`src/rtl/doy_pkg.sv`:
```
package doy_pkg;
  localparam int unsigned DIGIT_W = 4;
  typedef logic [DIGIT_W-1:0] bcd_digit_t;
  localparam bcd_digit_t BCD_NINE = 4'd9;
endpackage

```
`src/rtl/doy_rst_sync.sv`:
```
module doy_rst_sync #(
  parameter int unsigned STAGES = 2
) (
  input  logic clk,
  input  logic rst_n,
  output logic rst_sync_n
);
  logic [STAGES-1:0] sync_q;

  always_ff @(posedge clk or negedge rst_n) begin
    if (!rst_n) sync_q <= '0;
    else        sync_q <= {sync_q[STAGES-2:0], 1'b1};
  end

  assign rst_sync_n = sync_q[STAGES-1];
endmodule

```
`src/rtl/doy_bcd_inc.sv`:
```
module doy_bcd_inc
  import doy_pkg::*;
#(
  parameter int unsigned NDIG = 2,
  localparam int unsigned W = NDIG * DIGIT_W
) (
  input  logic [W-1:0] val_i,
  output logic [W-1:0] nxt_o,
  output logic         carry_o
);
  // all_nine[i]: every digit below i is nine, so digit i takes the increment
  logic [NDIG:0] all_nine;
  assign all_nine[0] = 1'b1;

  for (genvar i = 0; i < NDIG; i++) begin : g_dig
    bcd_digit_t d;
    logic       is9;
    assign d  = val_i[i*DIGIT_W +: DIGIT_W];
    assign is9 = (d >= BCD_NINE);
    assign all_nine[i+1] = all_nine[i] & is9;
    always_comb begin
      if (!all_nine[i])  nxt_o[i*DIGIT_W +: DIGIT_W] = d;
      else if (is9)      nxt_o[i*DIGIT_W +: DIGIT_W] = '0;
      else               nxt_o[i*DIGIT_W +: DIGIT_W] = d + 4'd1;
    end
  end

  assign carry_o = all_nine[NDIG];
endmodule

```
`src/rtl/doy_end_detect.sv`:
```
module doy_end_detect #(
  parameter int unsigned HUND_W     = 4,
  parameter int unsigned LO_W       = 8,
  parameter logic [HUND_W-1:0] FINAL_HUND = 4'd3,
  parameter logic [LO_W-1:0]   END_NORM   = 8'h65,
  parameter logic [LO_W-1:0]   END_LEAP   = 8'h66
) (
  input  logic [HUND_W-1:0] hund_i,
  input  logic [LO_W-1:0]   lo_i,
  input  logic              leap_i,
  output logic              last_day_o
);
  logic [LO_W-1:0] limit;
  logic            in_last_hund;
  logic            past_hund;

  // Valid BCD compares correctly as plain binary
  assign limit        = leap_i ? END_LEAP : END_NORM;
  assign in_last_hund = (hund_i == FINAL_HUND);
  assign past_hund    = (hund_i > FINAL_HUND);
  assign last_day_o   = past_hund | (in_last_hund & (lo_i >= limit));
endmodule

```
`src/rtl/doy_counter.sv`:
```
module doy_counter
  import doy_pkg::*;
#(
  parameter int unsigned LO_DIGITS = 2,
  parameter int unsigned HUND_W    = DIGIT_W,
  parameter logic [HUND_W-1:0] FINAL_HUND = 4'd3,
  parameter logic [LO_DIGITS*DIGIT_W-1:0] END_NORM = 8'h65,
  parameter logic [LO_DIGITS*DIGIT_W-1:0] END_LEAP = 8'h66
) (
  input  logic                          clk,
  input  logic                          rst_n,
  input  logic                          clr,
  input  logic                          day_tick,
  input  logic                          leap_year,
  input  logic                          load,
  input  logic [HUND_W-1:0]             load_hund,
  input  logic [LO_DIGITS*DIGIT_W-1:0]  load_lo,
  output logic [HUND_W-1:0]             hund_o,
  output logic [LO_DIGITS*DIGIT_W-1:0]  lo_o
);
  localparam int unsigned LO_W = LO_DIGITS * DIGIT_W;
  localparam logic [HUND_W-1:0] FIRST_HUND = '0;
  localparam logic [LO_W-1:0]   FIRST_LO   = {{(LO_W-1){1'b0}}, 1'b1};
  localparam logic [HUND_W-1:0] HUND_ONE   = {{(HUND_W-1){1'b0}}, 1'b1};

  logic              rst_sync_n;
  logic [HUND_W-1:0] hund_q, hund_d;
  logic [LO_W-1:0]   lo_q, lo_d, lo_inc;
  logic              lo_carry;
  logic              last_day;
  logic              upd_en;

  doy_rst_sync #(.STAGES(2)) u_rst (
    .clk        (clk),
    .rst_n      (rst_n),
    .rst_sync_n (rst_sync_n)
  );

  doy_bcd_inc #(.NDIG(LO_DIGITS)) u_inc (
    .val_i   (lo_q),
    .nxt_o   (lo_inc),
    .carry_o (lo_carry)
  );

  doy_end_detect #(
    .HUND_W     (HUND_W),
    .LO_W       (LO_W),
    .FINAL_HUND (FINAL_HUND),
    .END_NORM   (END_NORM),
    .END_LEAP   (END_LEAP)
  ) u_end (
    .hund_i     (hund_q),
    .lo_i       (lo_q),
    .leap_i     (leap_year),
    .last_day_o (last_day)
  );

  // Next-state: clear > load > tick
  always_comb begin
    hund_d = hund_q;
    lo_d   = lo_q;
    upd_en = 1'b0;
    if (clr) begin
      upd_en = 1'b1;
      hund_d = FIRST_HUND;
      lo_d   = FIRST_LO;
    end else if (load) begin
      upd_en = 1'b1;
      hund_d = load_hund;
      lo_d   = load_lo;
    end else if (day_tick) begin
      upd_en = 1'b1;
      if (last_day) begin
        hund_d = FIRST_HUND;
        lo_d   = FIRST_LO;
      end else if (lo_carry) begin
        hund_d = hund_q + HUND_ONE;
        lo_d   = lo_inc;
      end else begin
        lo_d   = lo_inc;
      end
    end
  end

  always_ff @(posedge clk or negedge rst_sync_n) begin
    if (!rst_sync_n) begin
      hund_q <= FIRST_HUND;
      lo_q   <= FIRST_LO;
    end else if (upd_en) begin
      hund_q <= hund_d;
      lo_q   <= lo_d;
    end
  end

  assign hund_o = hund_q;
  assign lo_o   = lo_q;
endmodule

```
`config.mk`:
```
export PLATFORM = sky130hd
export DESIGN_NAME = doy_counter
export DESIGN_NICKNAME = d
export VERILOG_FILES = /design/src/rtl/doy_pkg.sv /design/src/rtl/doy_rst_sync.sv /design/src/rtl/doy_bcd_inc.sv /design/src/rtl/doy_end_detect.sv /design/src/rtl/doy_counter.sv
export SDC_FILE = /design/constraint.sdc
export NUM_CORES = 1
export LEC_CHECK = 0
export ABC_AREA = 1
export BUFFER_PORTS_ARGS = -buffer_cell sky130_fd_sc_hd__buf_2
export CAP_MARGIN = 20
export CORE_ASPECT_RATIO = 0.75
export CORE_MARGIN = 1
export CORE_UTILIZATION = 40
export CTS_CLUSTER_DIAMETER = 100
export DETAILED_ROUTE_END_ITERATION = 6
export GPL_TIMING_DRIVEN = 0
export PLACE_DENSITY_LB_ADDON = 0.25
export SKIP_LAST_GASP = 1
export SLEW_MARGIN = 25
export SYNTH_ARGS = -nofsm -noshare
export SYNTH_HDL_FRONTEND = slang
export SYNTH_SLANG_ARGS = --single-unit
```
`constraint.sdc`:
```
create_clock -name clk -period 1.6 [get_ports clk]
set_clock_uncertainty 0.2 [all_clocks]
set_input_delay 0.16 -clock clk [delete_from_list [all_inputs] [get_ports clk]]
set_output_delay 0.16 -clock clk [all_outputs]
set_load 0.02 [all_outputs]
```
==> metrics.log, run 1 <==
[metrics] cells taking the most area after synthesis: dfrtp_1, nand2_1, ha_1
[metrics] number of warnings reported in the yosys synthesis log: 0
[metrics] antenna fix cells: 0
[metrics] data required time of the critical path: 1540 ps
[metrics] launch point of the critical path: lo_o[0]$_DFFE_PN1P_
[metrics] share of the synthesized area in compound gates (AO/OA/AOI/OAI): 0.0456
[metrics] failing checks: setup timing
[metrics] global router's overall resource usage: 0.197
[metrics] average vias per placed instance: 4.62
[metrics] Post-Synth Simple-Gate Area: 0.406
[metrics] layout overhead on the synthesized area: 31.7%
[metrics] sequential share of the synthesized area: 0.313
[metrics] share of the clock period used by the worst path after layout: 1.20
[metrics] kind of start point of the critical path: flop
[metrics] Slew Viols, Final: 0
[metrics] highest net fanout along the worst path: 5
[metrics] number of buffers inserted during clock tree synthesis: 3
[metrics] crit path kind: flop to flop
[metrics] number of input and output port buffers inserted: 28
[metrics] total vias in the final route: 1109
[metrics] Clk pin slew, worst setup/hold paths: 60 ps
[metrics] Clock Sinks: 14
[metrics] register bit total from synthesis: 14
[metrics] CP arrival: 1860 ps
[metrics] DIE AREA: 3030 um2
[metrics] wire length of the first global-routing pass: 4.53 mm
[metrics] TNS Setup: -3480 ps
[metrics] HPWL after detailed placement: 1.97 mm
[metrics] combinational family with the most area after synthesis: simple AND/OR/NAND/NOR gates
[metrics] post-route minimum period: 1910 ps
[metrics] parity-gate share of the synthesized area counting xor and xnor cells: 0.0234
[metrics] Unique masters post-synth: 25
[metrics] pin count of the biggest net entering global routing: 13
[metrics] final setup violating endpoints: 12
[metrics] crit path capture type: flop
[metrics] Die X-Extent: 63.2 um
[metrics] number of DRC violations after detailed routing: 0
[metrics] Cell Pwr Density: 778 nW/um2
[metrics] GP Congestion: 0.833
[metrics] worst hold margin: 1.64 ps
[metrics] synthesized instance count: 165
[metrics] setup repair after global routing missed its margin: true
[metrics] number of cells traversed by the worst register-to-register path: 11
[metrics] worst min path class: primary input to flop
[metrics] run status: finished, violations left
[metrics] endpoint of the worst register-to-register path: hund_o[1]$_DFFE_PN0P_
[metrics] dominant cell type by area after synthesis: dfrtp_1
[metrics] aggregate routed wire length: 2.74 mm
[metrics] io pins: 30
[metrics] average cell area after synthesis: 6.82 um2
[metrics] timing endpoint of the critical path: hund_o[1]$_DFFE_PN0P_
[metrics] number of optimization iterations in the first detailed-route pass: 4
[metrics] Initial Util: 0.426
[metrics] ratio of cells with drive above 1 in the final layout: 0.328
[metrics] final-report hold violation count: 0
[metrics] post-synthesis instance area: 1120 um2
[metrics] H-Tree Depth: 1
[metrics] max-capacitance violation count: 0
[metrics] FMAX: 522 MHz
[metrics] clock buffer depth: 2
[metrics] commonest non-fill, non-tap cell in the layout: nand2_1
[metrics] reg-to-reg startpoint: lo_o[0]$_DFFE_PN1P_
[metrics] worst vdd rail ir drop: 0.521 mV
[metrics] commonest cells after routing, fill and taps aside: nand2_1, buf_2, inv_1, nor2_1, dfrtp_1
[metrics] root cell of the clock tree: clkbuf_8
[metrics] y dimension of the die: 47.9 um
[metrics] Core Rows: 16
[metrics] worst-skew pair later-pin latency: 250 ps
[metrics] number of global-route vias before repair: 981
[metrics] area share of the largest cell type after synthesis: 0.289
[metrics] fraction of synthesized area in multiplexers: 0
[metrics] smallest setup slack after layout: -315 ps
[metrics] fin nets: 233
[metrics] remaining global-route overflow: 0
[metrics] actual slew at the worst max-slew pin: 515 ps
[metrics] leak pwr: 0.000847 uW
[metrics] core outline area: 2640 um2
[metrics] Post-Syn Nets: 193
[metrics] number of antenna violations at the first check in global routing: 0
[metrics] DRT iter0 DRCs: 72
[metrics] average routed wire per standard cell: 11.4 um
[metrics] Detail Route Antenna Nets: 0
[metrics] worst slew slack as a fraction of its limit: 0.656
[metrics] CTS tree: built
[metrics] synthesized-area fraction occupied by adder cells: 0.111
[metrics] slack of the worst reg-to-reg path: -310 ps
==> cell families (layout without fill, tap and decap cells) <==
| logic type | count (synthesis) | in the layout |
|---|---|---|
| flops | 14 | 14 |
| fa+ha+maj | 10 | 10 |
| compound gates | 9 | 9 |
| simple gates | 103 | 103 |
| xor+xnor | 3 | 3 |
| other cells | 1 | 1 |
| buf+inv | 25 | 64 |
==> timing repair <==
| item | CTS | global route |
|---|---|---|
| setup buffers | 3 | 0 |
| pin swaps | 2 | 6 |
| gates cloned | 1 | 0 |
| endpoints found under the setup margin | 12 | 12 |
| resized for setup | 8 | 4 |
| hold buffers | 3 | 0 |
| hold endpoints to repair | 3 | 0 |
==> per-stage QoR <==
stage                     setup slack (ps)   util  cells  power, uW  instance area [um2]
after detailed placement              -381  0.497    229        759                 1310
final                                 -315  0.561    240       1150                 1480
after floorplan                       -303      -    165        659                 1130
after global routing                  -413  0.561    240       1230                 1480
after CTS                             -303  0.556    240       1160                 1470
after global placement                -352  0.497    229        750                 1310
==> how the worst min path moves through the flow <==
stage                       from                   endpoint  slack, ps  cells past startpoint
finish                load_lo[6]        lo_o[6]$_DFFE_PN0P_          2                      5
global route        load_hund[0]      hund_o[0]$_DFFE_PN0P_         20                      5
CTS                   load_lo[6]        lo_o[6]$_DFFE_PN0P_          1                      5
detailed placement         rst_n  u_rst.sync_q[1]$_DFF_PN0_       -250                      1
global placement           rst_n  u_rst.sync_q[1]$_DFF_PN0_       -260                      1
floorplan                  rst_n  u_rst.sync_q[0]$_DFF_PN0_       -340                      0
==> area by class of cell <==
| class | count | area (um2) |
|---|---|---|
| fillers | 267 | 1160 |
| repair buffers | 35 | 200 |
| clock buffers | 4 | 55.1 |
| inverters | 21 | 78.8 |
| flip-flops and latches | 14 | 354 |
| multi-input cells | 126 | 717 |
| plain buffers | 4 | 31.3 |
| well taps | 36 | 45.0 |
==> synth_stat cells (all sizes together) <==
library cell	instances
or2	1
ha	10
dfrtp	13
nand3	8
nand4	3
nor2	13
a21oi	5
buf	3
nand3b	4
clkbuf	1
o21ai	3
dfstp	1
conb	1
inv	21
nand2	74
o211ai	1
xor2	3
==> where the power goes <==
group | switching (uW) | internal (uW) | total, uW | leakage (uW)
logic | 212 | 145 | 357 | 0.000641
registers | 47.2 | 389 | 436 | 0.000177
clock network | 140 | 218 | 359 | 0.0000288
==> registers in the layout (all words and copies together) (netlist names) <==
register / cells
lo_o: 8
hund_o: 4
u_rst.sync_q: 2
==> routing by layer <==
| metal | GRT usage | up-vias | wire [um] | share of wire |
|---|---|---|---|---|
| met5 | 0 | - | 0 | 0 |
| met4 | 0.105 | 0 | 48 | 0.018 |
| met1 | 0.268 | 486 | 1340 | 0.49 |
| li1 | - | 584 | - | - |
| met2 | 0.316 | 34 | 1230 | 0.45 |
| met3 | 0.0238 | 5 | 120 | 0.044 |
==> worst max-delay path, stage by stage (launching register included) <==
cell and delay [ps]:
dfstp_2 560, inv_2 60, ha_4 250, nand2_1 40
nand3b_1 160, nand3_2 80, nand2_2 70, buf_6 140
nand3b_1 100, nand2_1 60, nand2_1 50, nand2_1 40
Power figures use the tool's default switching activity.
==> run 2, diff against run 1 <==
--- a/config.mk
+++ b/config.mk
@@ -8,7 +8,7 @@
 export ABC_AREA = 1
 export BUFFER_PORTS_ARGS = -buffer_cell sky130_fd_sc_hd__buf_2
 export CAP_MARGIN = 20
-export CORE_ASPECT_RATIO = 0.75
+export CORE_ASPECT_RATIO = 0.8
 export CORE_MARGIN = 1
 export CORE_UTILIZATION = 40
 export CTS_CLUSTER_DIAMETER = 100
==> run 2 against run 1 <==
The run still ends with setup timing left. Fmax down 0.74%. Wire length is 4.9% higher. Final cell count rose by 5.0%. Register-to-register slack hardly changed. Power shrank 5.7%. Core utilization increased by 5.3 points. Flip-flop and latch count unchanged. Non-clock buffer count up 12. Sequential share of layout area down 1.4 points. Critical path type unchanged. Largest cell class unchanged. Highest routed layer unchanged.
==> metrics.log, run 2 (same netlist as run 1, synthesis figures left out) <==
[metrics] run status: finished, violations left
[metrics] failing checks: setup timing
[metrics] met2 GRT Util: 0.321 (+0.00452)
[metrics] number of placed instances with taps included: 229 (unchanged)
[metrics] Detail Route Antenna Nets: 0 (unchanged)
[metrics] core outline area: 2560 um2 (-3.0%)
[metrics] pin count of the biggest net entering global routing: 13 (unchanged)
[metrics] worst hold margin: 10.5 ps (+8.82 ps)
[metrics] remaining global-route overflow: 0 (unchanged)
[metrics] average vias per placed instance: 4.63 (+0.30%)
[metrics] root cell of the clock tree: clkbuf_4
[metrics] Slowest Stage Delay on Critical Path: 560 ps (about the same)
[metrics] ratio of cells with drive above 1 in the final layout: 0.296 (-0.0321)
[metrics] kind of start point of the critical path: flop
[metrics] Clock Sinks: 14 (unchanged)
[metrics] DRT iter0 DRCs: 48 (-33%)
[metrics] most numerous cell on the critical path: nand2_1
[metrics] wire length of the first global-routing pass: 4.83 mm (+6.7%)
[metrics] post-route minimum period: 1930 ps (+14.3 ps)
[metrics] final setup violating endpoints: 12 (unchanged)
[metrics] met1 layer usage reported by global route: 0.315 (+0.0468)
[metrics] DIE AREA: 3030 um2 (about the same)
[metrics] launch point of the critical path: lo_o[0]$_DFFE_PN1P_
[metrics] net switching power: 397 uW (-0.66%)
[metrics] met3 Track Usage GR: 0.0239 (+0.0000632)
[metrics] proportion of power drawn by flip-flops and latches: 0.400 (+0.022)
[metrics] layout overhead on the synthesized area: 39.7%
[metrics] fin util: 0.613 (+0.0527)
[metrics] crit path kind: flop to flop
[metrics] highest net fanout along the worst path: 5 (unchanged)
[metrics] H-Tree Depth: 1 (unchanged)
[metrics] Die X-Extent: 61.3 um (-3.1%)
[metrics] layer with the highest usage: met2
[metrics] commonest non-fill, non-tap cell in the layout: nand2_1
[metrics] library cell contributing the largest single delay on the critical path: dfstp_2
[metrics] antenna fix cells: 0 (unchanged)
[metrics] number of global-route vias before repair: 1100 (+12%)
[metrics] share of total power in combinational logic: 0.346 (+0.036)
[metrics] HPWL after detailed placement: 1.95 mm (-0.97%)
[metrics] TNS Setup: -3570 ps (-89.7 ps)
[metrics] fin nets: 245 (+5.2%)
[metrics] fraction of power consumed by the clock network: 0.254 (-0.057)
[metrics] max-capacitance violation count: 0 (unchanged)
[metrics] smallest setup slack after layout: -329 ps (-14.3 ps)
[metrics] average routed wire per standard cell: 11.4 um (about the same)
[metrics] share of the clock period used by the worst path after layout: 1.21 (+0.00891)
[metrics] CTS tree: built
[metrics] worst min path class: primary input to flop
[metrics] data required time of the critical path: 1650 ps (+110 ps)
[metrics] Slew Viols, Final: 0 (unchanged)
[metrics] aggregate routed wire length: 2.87 mm (+4.9%)
[metrics] io pins: 30 (unchanged)
[metrics] number of DRC violations after detailed routing: 0 (unchanged)
[metrics] worst setup slack after placement: -377 ps (+3.24 ps)
[metrics] setup repair after global routing missed its margin: true
[metrics] slack of the worst reg-to-reg path: -330 ps (about the same)
[metrics] Clk pin slew, worst setup/hold paths: 90 ps (+30 ps)
[metrics] clock buffer depth: 2 (unchanged)
[metrics] number of buffers inserted during clock tree synthesis: 3 (unchanged)
[metrics] CP arrival: 1980 ps (+120 ps)
[metrics] global router's overall resource usage: 0.218 (+0.0216)
[metrics] Filler Cell Count: 260 (-2.6%)
[metrics] Core Rows: 16 (unchanged)
[metrics] y dimension of the die: 49.4 um (+3.1%)
[metrics] worst-skew pair later-pin latency: 300 ps (+50 ps)
[metrics] Cell Pwr Density: 692 nW/um2 (-11%)
[metrics] max reg flops: 8 (unchanged)
[metrics] final-report hold violation count: 0 (unchanged)
[metrics] total vias in the final route: 1168 (+5.3%)
[metrics] worst slew slack as a fraction of its limit: 0.647 (-0.00958)
[metrics] number of antenna violations at the first check in global routing: 0 (unchanged)
[metrics] reg-to-reg startpoint: lo_o[0]$_DFFE_PN1P_
[metrics] leak pwr: 0.000900 uW (+6.3%)
[metrics] crit path capture type: flop
[metrics] Internal Power: 690 uW (-8.3%)
[metrics] worst vdd rail ir drop: 0.498 mV (-4.4%)
[metrics] sequence of cells on the critical path: inv_2 -> ha_4 -> nand2_1 -> nand3b_1 -> nand3_2 -> nand2_4 -> buf_6 -> nand3_4 -> nand2_2 -> inv_2 -> nand2_1 -> nand2_1
[metrics] commonest cells after routing, fill and taps aside: nand2_1, buf_2, inv_1, dlygate4sd3_1
[metrics] number of cells in the finished layout apart from fillers: 252 (+5.0%)
[metrics] FMAX: 518 MHz (-0.74%)
[metrics] number of input and output port buffers inserted: 28 (unchanged)
[metrics] number of optimization iterations in the first detailed-route pass: 4 (unchanged)
[metrics] Net Sw Frac: 0.365 (+0.0184)
[metrics] GP Congestion: 0.871 (+4.6%)
[metrics] actual slew at the worst max-slew pin: 530 ps (+14.4 ps)
[metrics] Initial Util: 0.439 (+0.0133)
[metrics] startpoint of the most critical hold path: load
==> run 2: cell types whose count changed in the layout (fill, tap and decap cells not counted), sizes merged <==
cell         previous run  this run
dlygate4sd3             3        14
buf                    35        36
==> run 2: through the flow <==
step	instance area, um2	power, uW
after detailed placement	1310	759
after CTS	1540	1080
after global routing	1570	1160
after floorplan	1130	659
after global placement	1310	750
final	1570	1090
==> run 2: path summary, 6_finish.rpt <==
check                                             to  depth (start not counted)
max in group asynchronous  u_rst.sync_q[0]$_DFF_PN0_                          3
max                            hund_o[1]$_DFFE_PN0P_                         12
min reg2reg                    hund_o[1]$_DFFE_PN0P_                          0
max reg2reg                    hund_o[1]$_DFFE_PN0P_                         12
min in group asynchronous      hund_o[1]$_DFFE_PN0P_                          0
min                            hund_o[2]$_DFFE_PN0P_                          5
==> run 2: critical path, delay by kind of cell, from the launching register on <==
kind          cells  cell delay (ps)
fa+ha+maj         1              250
flops             1              560
buf+inv           3              250
simple gates      8              610
==> run 2: area by class of cell <==
cell class | count | area (um2) | area share
repair buffers | 47 | 322 | 0.205
inverters | 21 | 78.8 | 0.0502
clock buffers | 4 | 36.3 | 0.0231
plain buffers | 4 | 31.3 | 0.0199
multi-input cells | 126 | 704 | 0.448
well taps | 36 | 45.0 | 0.0287
flip-flops and latches | 14 | 354 | 0.225
==> run 2: timing repair <==
item                                    in CTS  in global routing
endpoints found under the hold margin       13                  0
hold buffers                                14                  0
gates resized for setup                      3                  6
pin swaps                                    3                  6
endpoints found under the setup margin      12                 12
buffers inserted                             4                  0
gates cloned                                 1                  0
==> run 2: power groups by stage <==
stage | Combinational (uW) | Sequential (uW) | Clock (uW)
final | 376 | 435 | 276
after global routing | 422 | 443 | 294
after CTS | 368 | 434 | 276
after detailed placement | 313 | 446 | 0
after global placement | 306 | 444 | 0
after floorplan | 188 | 470 | 0
==> run 2: metal layers <==
metal / up-vias / share of wire
met1: 509 / 0.46
met3: 7 / 0.053
met5: - / 0
met2: 42 / 0.46
li1: 610 / -
met4: 0 / 0.023
